<file path="config.mk">
export PLATFORM = sky130hd
export DESIGN_NAME = duty_pwm
export DESIGN_NICKNAME = d
export VERILOG_FILES = /design/src/rtl/duty_pwm_pkg.sv /design/src/rtl/duty_pwm_phase.sv /design/src/rtl/duty_pwm_latch.sv /design/src/rtl/duty_pwm_out.sv /design/src/rtl/duty_pwm.sv
export SDC_FILE = /design/constraint.sdc
export NUM_CORES = 1
export LEC_CHECK = 0
export BUFFER_PORTS_ARGS = -buffer_cell sky130_fd_sc_hd__buf_2
export CAP_MARGIN = 20
export CORE_AREA = 4 4 41 43
export CTS_BUF_LIST = sky130_fd_sc_hd__clkbuf_8
export DETAILED_ROUTE_END_ITERATION = 10
export DIE_AREA = 0 0 45 47
export PLACE_DENSITY = 0.5
export SLEW_MARGIN = 0
export SYNTH_ARGS = -nofsm -noshare
export SYNTH_HDL_FRONTEND = slang
export SYNTH_SLANG_ARGS = --single-unit
</file>
<file path="constraint.sdc">
create_clock -name clk -period 1.2 [get_ports clk]
set_clock_uncertainty 0.1 [all_clocks]
set_input_delay 0.24 -clock clk [delete_from_list [all_inputs] [get_ports clk]]
set_output_delay 0.24 -clock clk [all_outputs]
set_load 0.05 [all_outputs]
</file>
<file path="src/rtl/duty_pwm_pkg.sv">
package duty_pwm_pkg;

  // Level of the output for a given phase within the period and a duty code.
  // Code zero selects full scale.
  function automatic logic level_at(input int unsigned phase,
                                    input int unsigned code);
    return (code == 0) || (phase < code);
  endfunction

  // Modulo increment used by the phase counter.
  function automatic int unsigned wrap_inc(input int unsigned value,
                                           input int unsigned modulus);
    return (value + 1 == modulus) ? 0 : value + 1;
  endfunction

endpackage

</file>
<file path="src/rtl/duty_pwm_phase.sv">
module duty_pwm_phase #(
  parameter int unsigned W = 4
) (
  input  logic         clk,
  input  logic         rst,
  output logic [W-1:0] phase,
  output logic         last
);
  import duty_pwm_pkg::*;

  localparam int unsigned MODULUS = 1 << W;
  localparam logic [W-1:0] LAST_PHASE = W'(MODULUS - 1);

  assign last = (phase == LAST_PHASE);

  always_ff @(posedge clk) begin
    if (rst) phase <= '0;
    else     phase <= W'(wrap_inc(32'(phase), MODULUS));
  end
endmodule

</file>
<file path="src/rtl/duty_pwm_latch.sv">
module duty_pwm_latch #(
  parameter int unsigned W = 4
) (
  input  logic         clk,
  input  logic         rst,
  input  logic         take,
  input  logic [W-1:0] code_in,
  output logic [W-1:0] duty
);
  // Loads during reset and at each period boundary; holds otherwise.
  always_ff @(posedge clk) begin
    if (rst || take) duty <= code_in;
  end
endmodule

</file>
<file path="src/rtl/duty_pwm_out.sv">
module duty_pwm_out #(
  parameter int unsigned W = 4
) (
  input  logic         clk,
  input  logic         rst,
  input  logic [W-1:0] phase,
  input  logic [W-1:0] duty,
  output logic         level
);
  import duty_pwm_pkg::*;

  logic level_d;
  assign level_d = level_at(32'(phase), 32'(duty));

  always_ff @(posedge clk) begin
    if (rst) level <= 1'b0;
    else     level <= level_d;
  end
endmodule

</file>
<file path="src/rtl/duty_pwm.sv">
module duty_pwm #(
  parameter int unsigned CNT_W = 4
) (
  input  logic             clk,
  input  logic             rst,
  input  logic [CNT_W-1:0] duty_code,
  output logic             pwm_out
);
  logic [CNT_W-1:0] phase_q;
  logic [CNT_W-1:0] duty_q;
  logic             period_end;

  duty_pwm_phase #(.W(CNT_W)) u_phase (
    .clk   (clk),
    .rst   (rst),
    .phase (phase_q),
    .last  (period_end)
  );

  duty_pwm_latch #(.W(CNT_W)) u_latch (
    .clk     (clk),
    .rst     (rst),
    .take    (period_end),
    .code_in (duty_code),
    .duty    (duty_q)
  );

  duty_pwm_out #(.W(CNT_W)) u_out (
    .clk   (clk),
    .rst   (rst),
    .phase (phase_q),
    .duty  (duty_q),
    .level (pwm_out)
  );
endmodule

</file>
==> reports/qor_table.md <==
| Group | Item | Reported |
|---|---|---|
| run status | Status | finished, final reports clean |
| clock network | Clock input transition at the sequential cells of the worst setup and hold paths | 0.05 ns |
| floorplanning | Initial Utilization | 29.33% |
| clock network | TritonCTS clock tree | yes |
| floorplanning | Chip Height | 47 um |
| layout | Share of post-route cells with drive strength above 1 | 44.68% |
| worst setup path | Launch point of the worst reg-to-reg path | u_latch.duty[3] |
| global route | Met3 usage | 3.831% |
| sta | Least-Margin Pin Slew | 0.2477 ns |
| synthesis | Synthesized Nets | 43 |
| synthesis | Flip-flop and latch count after synthesis | 9 |
| placement | Final Wtd Congestion | 0.6595 |
| synthesis | Top cell type's share of synthesized area | 31.48% |
| worst setup path | Endpoint class of the critical path | flop |
| global route | Most used routing layer in global routing | met2 |
| layout | Most common cell after layout, fill and taps aside | sky130_fd_sc_hd__buf_2 |
| worst setup path | Critical path startpoint | u_latch.duty[3] |
| clock network | Clock buffer count from CTS | 3 |
| clock network | Max Root-Sink Buffers | 2 |
| floorplanning | Placement Rows | 13 |
| layout | Count of antenna diodes in the layout | 0 |
| power | Total chip power | 0.7913 mW |
| worst setup path | Buf+Inv Stages, Crit Path | 1 |
| synthesis | Cells taking the most area after synthesis | sky130_fd_sc_hd__edfxtp_1 (31%), sky130_fd_sc_hd__dfxtp_1 (26%), sky130_fd_sc_hd__ha_1 (13%) |
| placement | Area after DPL | 460.4 um2 |
| power | Reported leakage power | 0.2331 nW |
| sta | Highest attainable clock frequency | 858.9 MHz |
| detailed routing | WL per Instance | 12.18 um |
| worst setup path | Max FO, Critical Path | 2 |
| synthesis | Sequential element share of the synthesized area | 57.70% |
| layout | Non-Filler Cell Area, Final | 546.8 um2 |
| global route | First-pass GRT wire length | 1290 um |
| power | Power per Cell Area | 1447 nW/um2 |
| power | IR drop worst, VDD | 0.5894 mV |
| global route | Number of global-route vias before repair | 294 |
| floorplanning | Floorplan die area | 2115 um2 |
| detailed routing | Remaining DRCs | 0 |
| layout | Synthesis-to-finish area growth | 43.28% |
| detailed routing | Violation count after the first detailed-route iteration | 6 |
| synthesis | Complex-gate fraction of the synthesized area | 6.557% |
| power | Clock Power Share | 43.8% |
| global route | Initial antenna violation count | 0 |
| sta | Number of pins exceeding their max-slew limit in the final report | 0 |
| clock network | Clock Latency Late Sink | 0.23 ns |
| worst setup path | Cell type group with the largest total delay on the critical path | flip-flops |
| sta | Final Worst Setup Slack | 0.03574 ns |
| synthesis | Synthesized-area fraction occupied by and/or/nand/nor cells | 15.08% |
| detailed routing | Count of TritonRoute iterations in the first routing pass | 4 |
| flow run | Max-cap violations | 0 |
| worst setup path | Worst path arrival time | 1.23 ns |
| synthesis | Most area-hungry cell type in the Yosys netlist | sky130_fd_sc_hd__edfxtp_1 |
| worst setup path | Slowest-stage cell, CP | sky130_fd_sc_hd__edfxtp_1 |
| sta | Final worst hold slack | 0.07811 ns |
| detailed routing | DRT antenna net count | 0 |
| global route | Congestion Overflow GR | 0 |
| power | Switching power total | 0.1820 mW |
| layout | Post-route non-filler standard cell count | 62 |
| sta | Final period util | 97.02% |
| power | Switching power share of the total | 23.00% |
| layout | Final core utilization | 42.02% |
| synthesis | Distinct cell type count after synthesis | 16 |
| synthesis | Mux cell area share after synthesis | 0% |
| hold path | Hold path startpoint | duty_code[1] |
| global route | Tot GR Track Use | 9.554% |
| floorplanning | Std-Cell Core Area | 1301 um2 |
| sta | Clock period minus final worst setup slack | 1.164 ns |
| detailed routing | Detailed-route vias per instance | 4.661 |
| synthesis | Mean area per synthesized cell | 11.56 um2 |
| placement | Setup Slack @ Placement | -0.07747 ns |
| worst setup path | Delay contributed by the slowest stage of the critical path | 0.41 ns |
| placement | Number of placed instances, taps included | 58 |
| clock network | Sinks on the clock net | 9 |
| worst setup path | WP data required | 1.27 ns |
| layout | Commonest non-fill, non-tap cells in the layout | sky130_fd_sc_hd__buf_2 (6), sky130_fd_sc_hd__nor2_1 (4), sky130_fd_sc_hd__buf_4 (4), sky130_fd_sc_hd__edfxtp_1 (4) |
| synthesis | Cells after Synth | 33 |
| power | Internal Pwr Total | 0.6093 mW |
| hold path | Class of the tightest hold or removal check | primary input to flop |
| sta | RSZ-0062 raised after global routing | yes |
| synthesis | Cell area after synthesis | 381.6 um2 |
| detailed routing | Total routed wirelength | 755 um |
| sta | Finish-stage setup viols | 0 |
| synthesis | Synthesis warning total | 0 |
| worst setup path | Most common cell type on the critical path | sky130_fd_sc_hd__o21ai_1 |
| synthesis | Synthesized-area fraction occupied by xor and xnor cells | 4.590% |
| global route | Maximum number of pins on one net before global-route repair | 7 |
| synthesis | Synth Area in Adders | 13.11% |
| worst setup path | Type of origin of the critical path | flop |
| detailed routing | Vias after detailed routing | 289 |
| clock network | Max H-tree Level | 1 |
| layout | Final #Nets | 58 |
| sta | Sum Neg Setup Slack | 0 ns |
| placement | Number of buffer cells added on primary ports | 6 |
| worst setup path | Crit Path Class | flop to flop |
| global route | GRT met2 Usage | 14.12% |
| power | Comb pwr share | 10.7% |
| floorplanning | Num ports | 7 |
| floorplanning | Die X | 45 um |
| global route | GR Util met1 | 9.767% |
| clock network | Buffer type at the clock tree root | sky130_fd_sc_hd__clkbuf_8 |
| sta | Worst max-slew margin expressed relative to the limit | 83.60% |
| power | Power share of the sequential group | 45.5% |
| sta | Final hold vios | 0 |
| synthesis | Dominant combinational cell family by area after synthesis | simple AND/OR/NAND/NOR gates |
| worst setup path | Cells along the critical path | inv_2 > ha_4 > a211oi_2 > o21ai_1 > o21ai_1 |
| clock network | Number of buffers added to fix hold violations after cts | 0 |
| worst setup path | Register-to-register path setup slack | 0.04 ns |
-- state kept, by name, summed over array words and instances (netlist names) --
register       cells
u_latch.duty       4
u_out.level        1
u_phase.phase      4
-- logic make-up after synthesis --
family	after synthesis
XOR/XNOR	2
AO/OA/AOI/OAI	4
AND/OR/NAND/NOR	11
adder cells (fa/ha/maj)	4
flip-flops	9
buffers and inverters	3
-- metal layers --
metal / vias up / routed length, um
li1: 144 / -
met1: 131 / 324
met2: 11 / 346
met3: 3 / 55
met4: 0 / 28
met5: - / 0
-- path summary, 6_finish.rpt --
| check | end | cells past startpoint |
|---|---|---|
| setup / recovery | u_out.level | 5 |
| hold reg to reg | u_out.level | 1 |
| hold / removal | u_latch.duty[1] | 1 |
| setup reg to reg | u_out.level | 5 |
-- power by group through the flow --
stage / Sequential [mW] / Combinational, mW / Clock (mW)
after global placement: 0.359 / 0.0727 / 0
after global routing: 0.362 / 0.0968 / 0.376
after floorplan: 0.371 / 0.0314 / 0
after detailed placement: 0.361 / 0.0746 / 0
final: 0.360 / 0.0848 / 0.346
after CTS: 0.360 / 0.0819 / 0.357
-- cell usage after synthesis --
| library cell | instances |
|---|---|
| sky130_fd_sc_hd__nor2_1 | 4 |
| sky130_fd_sc_hd__o21ai_0 | 1 |
| sky130_fd_sc_hd__dfxtp_1 | 5 |
| sky130_fd_sc_hd__a211oi_1 | 1 |
| sky130_fd_sc_hd__or4_1 | 1 |
| sky130_fd_sc_hd__edfxtp_1 | 4 |
| sky130_fd_sc_hd__nand2b_1 | 1 |
| sky130_fd_sc_hd__o211ai_1 | 1 |
| sky130_fd_sc_hd__o21ai_1 | 1 |
| sky130_fd_sc_hd__xor2_1 | 1 |
| sky130_fd_sc_hd__ha_1 | 4 |
| sky130_fd_sc_hd__nand2_1 | 1 |
| sky130_fd_sc_hd__inv_1 | 3 |
| sky130_fd_sc_hd__xnor2_1 | 1 |
| sky130_fd_sc_hd__nand3_1 | 2 |
| sky130_fd_sc_hd__nor3b_1 | 2 |
-- final cells by class --
type                    count  area, um2
clock buffers               3      41.29
clock inverters             1      3.754
fillers                   135      754.5
inverters                   3      11.26
multi-input cells          21      187.7
flip-flops and latches      9      224.0
well taps                  15      18.77
repair buffers             10      60.06
-- worst reg2reg max path, cell delays in order, from the launching register on --
cell and delay (ns):
sky130_fd_sc_hd__edfxtp_1 0.41, sky130_fd_sc_hd__inv_2 0.09, sky130_fd_sc_hd__ha_4 0.20, sky130_fd_sc_hd__a211oi_2 0.16
sky130_fd_sc_hd__o21ai_1 0.08, sky130_fd_sc_hd__o21ai_1 0.06
-- timing repair --
action                                 CTS  global route
gates resized for setup                  9             1
pin swaps                                1             1
setup endpoints to repair                5             5
setup buffers                            0             0
endpoints found under the hold margin    0             0
(Power assumes the default switching activity.)
